==> config.mk <==
export PLATFORM = sky130hd
export DESIGN_NAME = dead_band_gen
export DESIGN_NICKNAME = d
export VERILOG_FILES = /design/src/rtl/dbg_pkg.sv /design/src/rtl/dbg_phase_src.sv /design/src/rtl/dbg_dead_timer.sv /design/src/rtl/dbg_phase_out.sv /design/src/rtl/dead_band_gen.sv
export SDC_FILE = /design/constraint.sdc
export NUM_CORES = 1
export LEC_CHECK = 0
export BUFFER_PORTS_ARGS = -buffer_cell sky130_fd_sc_hd__buf_2
export CORE_MARGIN = 2
export CORE_UTILIZATION = 40
export CTS_CLUSTER_SIZE = 24
export DETAILED_ROUTE_END_ITERATION = 10
export PLACE_DENSITY = 0.66
export SLEW_MARGIN = 20
export SYNTH_ARGS = -nofsm -noshare
export SYNTH_HDL_FRONTEND = slang
export SYNTH_SLANG_ARGS = --single-unit
==> constraint.sdc <==
create_clock -name clk -period 3 [get_ports clk]
set_input_delay 0.15 -clock clk [delete_from_list [all_inputs] [get_ports clk]]
set_output_delay 0.15 -clock clk [all_outputs]
set_load 0.005 [all_outputs]
==> src/rtl/dbg_pkg.sv <==
package dbg_pkg;

  // Low time of both outputs between phases, in clock cycles, for period p.
  function automatic int unsigned gap_cycles(input int unsigned p);
    return p + 1;
  endfunction

  // One step of the dead-time down counter; saturates at zero.
  function automatic logic [31:0] count_step(input logic [31:0] c);
    return (c == 32'd0) ? 32'd0 : c - 32'd1;
  endfunction

  typedef enum logic [0:0] {
    SRC_PWM = 1'b0,
    SRC_SW  = 1'b1
  } src_e;

endpackage

==> src/rtl/dbg_phase_src.sv <==
module dbg_phase_src #(
  parameter int SYNC_N = 2
) (
  input  logic clk,
  input  logic rst_n,
  input  logic src_sel,
  input  logic pwm_in,
  input  logic sw_bit,
  output logic lvl,
  output logic edge_evt
);
  import dbg_pkg::*;

  logic [SYNC_N-1:0] sync_q;
  logic              sw_s;
  logic              sel_lvl;
  logic              prev_q;

  generate
    if (SYNC_N == 1) begin : g_sync1
      always_ff @(posedge clk or negedge rst_n) begin
        if (!rst_n) sync_q <= '0;
        else        sync_q <= sw_bit;
      end
    end else begin : g_syncn
      always_ff @(posedge clk or negedge rst_n) begin
        if (!rst_n) sync_q <= '0;
        else        sync_q <= {sync_q[SYNC_N-2:0], sw_bit};
      end
    end
  endgenerate

  assign sw_s    = sync_q[SYNC_N-1];
  assign sel_lvl = (src_e'(src_sel) == SRC_SW) ? sw_s : pwm_in;

  always_ff @(posedge clk or negedge rst_n) begin
    if (!rst_n) prev_q <= 1'b0;
    else        prev_q <= sel_lvl;
  end

  assign edge_evt = sel_lvl ^ prev_q;
  assign lvl      = prev_q;

endmodule

==> src/rtl/dbg_dead_timer.sv <==
module dbg_dead_timer #(
  parameter int CNT_W = 8
) (
  input  logic             clk,
  input  logic             rst_n,
  input  logic             enable,
  input  logic             kill,
  input  logic             edge_evt,
  input  logic             per_wr,
  input  logic [CNT_W-1:0] per_wdata,
  output logic [CNT_W-1:0] period,
  output logic [CNT_W-1:0] count,
  output logic             running,
  output logic             done_evt
);
  import dbg_pkg::*;

  localparam logic [CNT_W-1:0] ZERO = '0;

  logic [CNT_W-1:0] period_q;
  logic [CNT_W-1:0] cnt_q;
  logic             run_q;
  logic [31:0]      step_w;

  assign step_w = count_step(32'(cnt_q));

  always_ff @(posedge clk or negedge rst_n) begin
    if (!rst_n) begin
      period_q <= ZERO;
      cnt_q    <= ZERO;
      run_q    <= 1'b0;
    end else begin
      if (per_wr) period_q <= per_wdata;
      if (!enable) begin
        run_q <= 1'b0;
        if (per_wr) cnt_q <= per_wdata;
      end else if (kill) begin
        run_q <= 1'b0;
      end else if (edge_evt) begin
        cnt_q <= period_q;
        run_q <= 1'b1;
      end else if (run_q) begin
        if (cnt_q == ZERO) run_q <= 1'b0;
        else               cnt_q <= step_w[CNT_W-1:0];
      end
    end
  end

  assign done_evt = run_q && (cnt_q == ZERO) && enable && !kill && !edge_evt;
  assign period   = period_q;
  assign count    = cnt_q;
  assign running  = run_q;

endmodule

==> src/rtl/dbg_phase_out.sv <==
module dbg_phase_out (
  input  logic clk,
  input  logic rst_n,
  input  logic enable,
  input  logic kill,
  input  logic edge_evt,
  input  logic done_evt,
  input  logic lvl,
  output logic ph_pri,
  output logic ph_aux
);
  logic pri_q;
  logic aux_q;

  always_ff @(posedge clk or negedge rst_n) begin
    if (!rst_n) begin
      pri_q <= 1'b0;
      aux_q <= 1'b0;
    end else if (!enable || kill || edge_evt) begin
      pri_q <= 1'b0;
      aux_q <= 1'b0;
    end else if (done_evt) begin
      pri_q <= lvl;
      aux_q <= ~lvl;
    end
  end

  // Kill gates the registered phases without waiting for a clock.
  assign ph_pri = pri_q & ~kill;
  assign ph_aux = aux_q & ~kill;

endmodule

==> src/rtl/dead_band_gen.sv <==
module dead_band_gen #(
  parameter int CNT_W  = 8,
  parameter int SYNC_N = 2
) (
  input  logic             clk,
  input  logic             rst_n,
  input  logic             enable,
  input  logic             src_sel,
  input  logic             pwm_in,
  input  logic             sw_bit,
  input  logic             kill,
  input  logic             per_wr,
  input  logic [CNT_W-1:0] per_wdata,
  output logic [CNT_W-1:0] count_rd,
  output logic             ph_pri,
  output logic             ph_aux
);

  logic             edge_evt;
  logic             done_evt;
  logic             lvl_w;
  logic             run_w;
  logic [CNT_W-1:0] period_w;

  dbg_phase_src #(.SYNC_N(SYNC_N)) u_src (
    .clk      (clk),
    .rst_n    (rst_n),
    .src_sel  (src_sel),
    .pwm_in   (pwm_in),
    .sw_bit   (sw_bit),
    .lvl      (lvl_w),
    .edge_evt (edge_evt)
  );

  dbg_dead_timer #(.CNT_W(CNT_W)) u_tmr (
    .clk       (clk),
    .rst_n     (rst_n),
    .enable    (enable),
    .kill      (kill),
    .edge_evt  (edge_evt),
    .per_wr    (per_wr),
    .per_wdata (per_wdata),
    .period    (period_w),
    .count     (count_rd),
    .running   (run_w),
    .done_evt  (done_evt)
  );

  dbg_phase_out u_out (
    .clk      (clk),
    .rst_n    (rst_n),
    .enable   (enable),
    .kill     (kill),
    .edge_evt (edge_evt),
    .done_evt (done_evt),
    .lvl      (lvl_w),
    .ph_pri   (ph_pri),
    .ph_aux   (ph_aux)
  );

endmodule

==> flow_summary.toml, run 1 <==
[run_status]
status = "complete, but fails checks"
violations = "DRC"

[cts]
cts-root-buf = "clkbuf_4"
cts.sinks = 22
clkLatencyLatePin_ns = 0.31
cts_tree = "done"
holdBufCountCts = 2
cts_max_level = 1
clock_path_buffers = 2
clkTransAtPathRegs_ns = 0.13
cts_made_buffers = 3
cts.repair.resized = 0
post_cts_buffers = 0

[synth]
synth-seq-area-share_pct = 45.9
synth_nets = 132
synth_top_area_cell = "dfrtp_1"
ys_seq_elements = 22
netlist_instances = 114
synth_warnings = 0
netlist_area_sq_mm = 0.00120
ys_top_cells_by_area = "dfrtp_1 46%, mux2_2 9.4%, a21oi_1 5.0%"
yosys.area.top_type_share_pct = 45.9
avgSynthCellArea_sq_um = 10.5
yosysUniqueCellTypes = 34

[global_routing]
grt_pass1_vias = 982
use_met3_pct = 4.84
grt_pass1_wl_microns = 4380
top_usage_layer = "met2"
use_met2_pct = 28.4
grt_use_total_pct = 16.8
grt_overflow = 0
grt_antenna_before_repair = 0
grt_max_degree = 23
use_met1_pct = 20.1

[drt]
num_vias = 956
vias_per_cell = 5.53
wl_per_cell_microns = 14.5
drt-total-wl_microns = 2510
drc = 2
ant_nets = 0
dr.pass1.iters = 7
drtIter0Drc = 12

[floorplan]
die_y_microns = 58.8
start_util_pct = 42.8
rows = 19
coreArea_sq_mm = 0.00281
die_w_microns = 58.8
boundaryPins = 26
die_area_sq_mm = 0.00345

[place]
gp_congestion = 0.814
port-buffer-count = 25
hpwl_microns = 1800
place_ws_ns = 1.01
placed_cells = 167

[pwr]
finalPower_uw = 802
peakVddDrop_mv = 0.343
power.leakage_uw = 0.000618
power.density_mw_per_mm2 = 573

[timing]
layout_setup_ws_ns = 0.999
min_period_ns = 2.00
worst_slew_pin_slew_ns = 0.551
fmax_mhz = 500
hold_viol_final = 0
slew_headroom_pct = 63.0
min_period_over_period_pct = 66.7
fin_tns_setup_ns = 0
slew_viol_final = 0
rsz0062_at_grt = "false"
finalClockSkew_ns = 0.0114
setup_viol = 0

[final_layout]
finalNetCount = 161
drive_gt1_share_pct = 31.7
area_delta_synth_final_pct = 16.6
mostFrequentLayoutCells = "25 x buf_2, 22 x dfrtp_1, 12 x a21oi_1, 10 x mux2_2"
final_cells = 173
final_common_cell = "buf_2"
final_util_pct = 49.9
antennaDiodeCount = 0

[worst_hold_path]
hold_class = "in -> reg"

[flow_run]
maxCapViolations = 0

[critical_path]
start_kind = "flip-flop"
critPathKind = "reg -> reg"
worstPathRequired_ns = 3.23
end_kind = "flip-flop"
path_max_fanout = 15
arrival_ns = 2.23
[flip-flops by register name (all words and copies together) (netlist names)]
name and flops:
u_tmr.count 8, u_out.aux_q 1, u_tmr.running 1, u_src.lvl 1
u_src.sync_q 2, u_tmr.period 8, u_out.pri_q 1
[path summary, 6_finish.rpt]
kind | startpoint | to | slack [ns] | depth (start not counted)
max | u_tmr.count[3]$_DFFE_PN0P_ | u_tmr.count[0]$_DFFE_PN0P_ | 1.0 | 5
min | per_wdata[5] | u_tmr.period[5]$_DFFE_PN0P_ | 0.08 | 2
max reg2reg | u_tmr.count[3]$_DFFE_PN0P_ | u_tmr.count[0]$_DFFE_PN0P_ | 1.0 | 5
min reg2reg | u_src.sync_q[0]$_DFF_PN0_ | u_src.sync_q[1]$_DFF_PN0_ | 0.37 | 0
max in group asynchronous | rst_n | u_tmr.period[3]$_DFFE_PN0P_ | 2.34 | 2
min in group asynchronous | rst_n | u_src.lvl$_DFF_PN0_ | 0.31 | 2
[cell usage after synthesis]
cell type  instances
nor2_1             7
o211ai_1           4
nor2b_1            6
nor3b_1            1
xor2_1             1
nor4_2             1
nand3b_1           1
nand2b_1           3
mux2_2            10
o22ai_1            2
o221a_4            1
a21o_1             1
dfrtp_1           22
o31a_1             2
nand3_1            1
buf_2              2
and2b_1            1
nor4_1             1
mux2i_2            1
or4_1              1
mux2i_1            1
a21oi_1           12
a31oi_2            1
or3_1              1
ha_1               2
nor3_1             3
inv_1              5
nand2_1            7
o21ai_0            3
a22o_1             1
xnor2_1            6
clkbuf_1           1
and3_4             1
buf_8              1
[power breakdown]
part / internal [uW] / switching, uW / leakage, uW / total (uW)
combinational: 124 / 116 / 0.000336 / 240
sequential: 339 / 57.1 / 0.000261 / 396
clock: 74.1 / 90.9 / 0.0000210 / 165
total: 537 / 264 / 0.000618 / 802
[metal layers]
metal | routed length [microns] | vias to the layer above
met5 | 0 | -
met4 | 31 | 0
met1 | 1150 | 469
met3 | 109 | 5
met2 | 1210 | 22
li1 | - | 460
[through the flow]
stage          instance area [sq um]  hold WS, ns
6_report                        1400       0.0794
2_1_floorplan                   1200       -0.146
3_3_place_gp                    1340        0.144
3_5_place_dp                    1340        0.154
4_1_cts                         1400       0.0745
5_1_grt                         1400       0.0628
[final cells by class]
class	instances	area, sq um
Multi-Input combinational cell	83	602
Tap cell	31	38.8
Clock buffer	4	36.3
Inverter	5	18.8
Fill cell	273	1410
Timing Repair Buffer	28	153
Sequential cell	22	551
[critical path: stages (launching register included)]
cell	delay, ns
dfrtp_1	0.46
nor4_2	0.37
and3_4	0.27
o221a_4	0.31
mux2_2	0.37
a31oi_2	0.15
[logic make-up (layout without fill, tap and decap cells)]
kind of cell               Yosys count  count (layout)  synth area share [%]
AOI/OAI and AO/OA                   27              27                  15.3
xor gates and xnor gates             7               7                  5.11
adders and majority gates            2               2                  2.09
buffers and inverters                9              37                  3.96
DFF                                 22              22                  45.9
muxes                               12              12                  11.4
and+or+nand+nor                     35              35                  16.3
(Power assumes the default switching activity.)
==> run 2: changes to the inputs <==
--- a/config.mk
+++ b/config.mk
@@ -10,7 +10,7 @@
 export CORE_UTILIZATION = 40
 export CTS_CLUSTER_SIZE = 24
 export DETAILED_ROUTE_END_ITERATION = 10
-export PLACE_DENSITY = 0.66
+export PLACE_DENSITY = 0.68
 export SLEW_MARGIN = 20
 export SYNTH_ARGS = -nofsm -noshare
 export SYNTH_HDL_FRONTEND = slang
==> constraint.sdc (replaced) <==
create_clock -name clk -period 1.8 [get_ports clk]
set_input_delay 0.09 -clock clk [delete_from_list [all_inputs] [get_ports clk]]
set_output_delay 0.09 -clock clk [all_outputs]
set_load 0.005 [all_outputs]
==> flow_summary.toml, run 2 (synthesized netlist as in run 1, its figures left out) <==
[drt]
ant_nets = 0
wl_per_cell_microns = 13.7
drt-total-wl_microns = 2540
drc = 0
vias_per_cell = 5.52
num_vias = 1022
dr.pass1.iters = 4
drtIter0Drc = 11

[run_status]
status = "finished, final reports clean"

[final_layout]
final_area_sq_mm = 0.00150
drive_gt1_share_pct = 39.6
finalNetCount = 174
mostFrequentLayoutCells = "25 x buf_2, 19 x dfrtp_1, 14 x buf_4, 12 x a21oi_1, 9 x mux2_2"
area_delta_synth_final_pct = 25.3
final_cells = 185
antennaDiodeCount = 0
final_common_cell = "buf_2"

[timing]
whs_ns = 0.0244
setup_viol = 0
slew_headroom_pct = 60.4
min_period_over_period_pct = 96.7
fmax_mhz = 574
hold_viol_final = 0
layout_setup_ws_ns = 0.0586
slew_viol_final = 0
worst_slew_pin_slew_ns = 0.589
finalClockSkew_ns = 0.00321
min_period_ns = 1.74

[place]
hpwl_microns = 1840
dpl_cell_area_sq_mm = 0.00140
placed_cells = 175
place_ws_ns = 0.0153
gp_congestion = 0.845
port-buffer-count = 25

[critical_path]
r2r_slack_ns = 0.06
worstPathRequired_ns = 2.03
start_kind = "flip-flop"
critPathKind = "reg -> reg"
end_kind = "flip-flop"
path_max_fanout = 6
ff2ff_path_depth = 5
arrival_ns = 1.97

[flow_run]
maxCapViolations = 0

[pwr]
power.leakage_uw = 0.000680
peakVddDrop_mv = 0.512
power.density_mw_per_mm2 = 929

[global_routing]
grt_pass1_vias = 975
grt_overflow = 0
grt_max_degree = 23
grt_antenna_before_repair = 0
grt_pass1_wl_microns = 4340
grt_use_total_pct = 16.6

[floorplan]
rows = 19
boundaryPins = 26
die_area_sq_mm = 0.00345
coreArea_sq_mm = 0.00281
die_w_microns = 58.8
die_y_microns = 58.8
start_util_pct = 42.8

[cts]
clock_path_buffers = 2
clkTransAtPathRegs_ns = 0.12
cts_max_level = 1
cts.sinks = 22
cts_tree = "done"
cts-root-buf = "clkbuf_4"
clkLatencyLatePin_ns = 0.30
cts_made_buffers = 3

[worst_hold_path]
whs_path_depth = 2
hold_class = "in -> reg"
run 2: critical path, stage by stage, from the launching register on:
cell     delay (ns)
dfrtp_1        0.44
nor4_4         0.30
and3_4         0.24
o221a_4        0.24
mux2_4         0.31
a31oi_2        0.13
run 2: where the power goes:
part | switching [uW] | internal [uW]
registers | 80.9 | 570
clock network | 143 | 78.0
logic | 238 | 288
total | 462 | 936
run 2: per-stage QoR:
step | total power, uW | TNS [ns] | utilization [%]
5_1_grt | 1500 | -0.0459 | 53.6
2_1_floorplan | 926 | 0 | -
4_1_cts | 1360 | 0 | 51.8
6_report | 1400 | 0 | 53.6
3_3_place_gp | 1110 | 0 | 50.0
3_5_place_dp | 1120 | 0 | 50.0
run 2: layout make-up:
cell class | instances | area, sq um
clock buffer | 3 | 22.5
fill | 262 | 1300
inverter | 5 | 18.8
multi-input combinational | 83 | 619
sequential | 22 | 554
tap | 31 | 38.8
timing repair buffer | 41 | 250
run 2: path summary, 6_finish.rpt:
check	startpoint	endpoint
worst max register to register	u_tmr.count[2]$_DFFE_PN0P_	u_tmr.count[0]$_DFFE_PN0P_
worst min register to register	u_src.sync_q[0]$_DFF_PN0_	u_src.sync_q[1]$_DFF_PN0_
min in group asynchronous	rst_n	u_src.sync_q[0]$_DFF_PN0_
max in group asynchronous	rst_n	u_tmr.count[6]$_DFFE_PN0P_
worst min-delay path	per_wdata[6]	u_tmr.period[6]$_DFFE_PN0P_
worst max-delay path	u_tmr.count[2]$_DFFE_PN0P_	u_tmr.count[0]$_DFFE_PN0P_
run 2: repair_timing:
item	4_1_cts	5_1_grt
gates resized for setup	1	5
pin swaps	0	1
hold buffers	2	0
endpoints found under the setup margin	1	6
hold endpoints to repair	23	0
buffers inserted	0	5
cloned	0	0
run 2: metal layers:
| layer | wire length [microns] | global-route usage [%] | vias to the layer above |
|---|---|---|---|
| met3 | 92 | 3.30 | 4 |
| met4 | 32 | 7.47 | 0 |
| met1 | 1130 | 20.6 | 509 |
| met2 | 1280 | 27.6 | 24 |
| met5 | 0 | 0 | - |
| li1 | - | - | 485 |
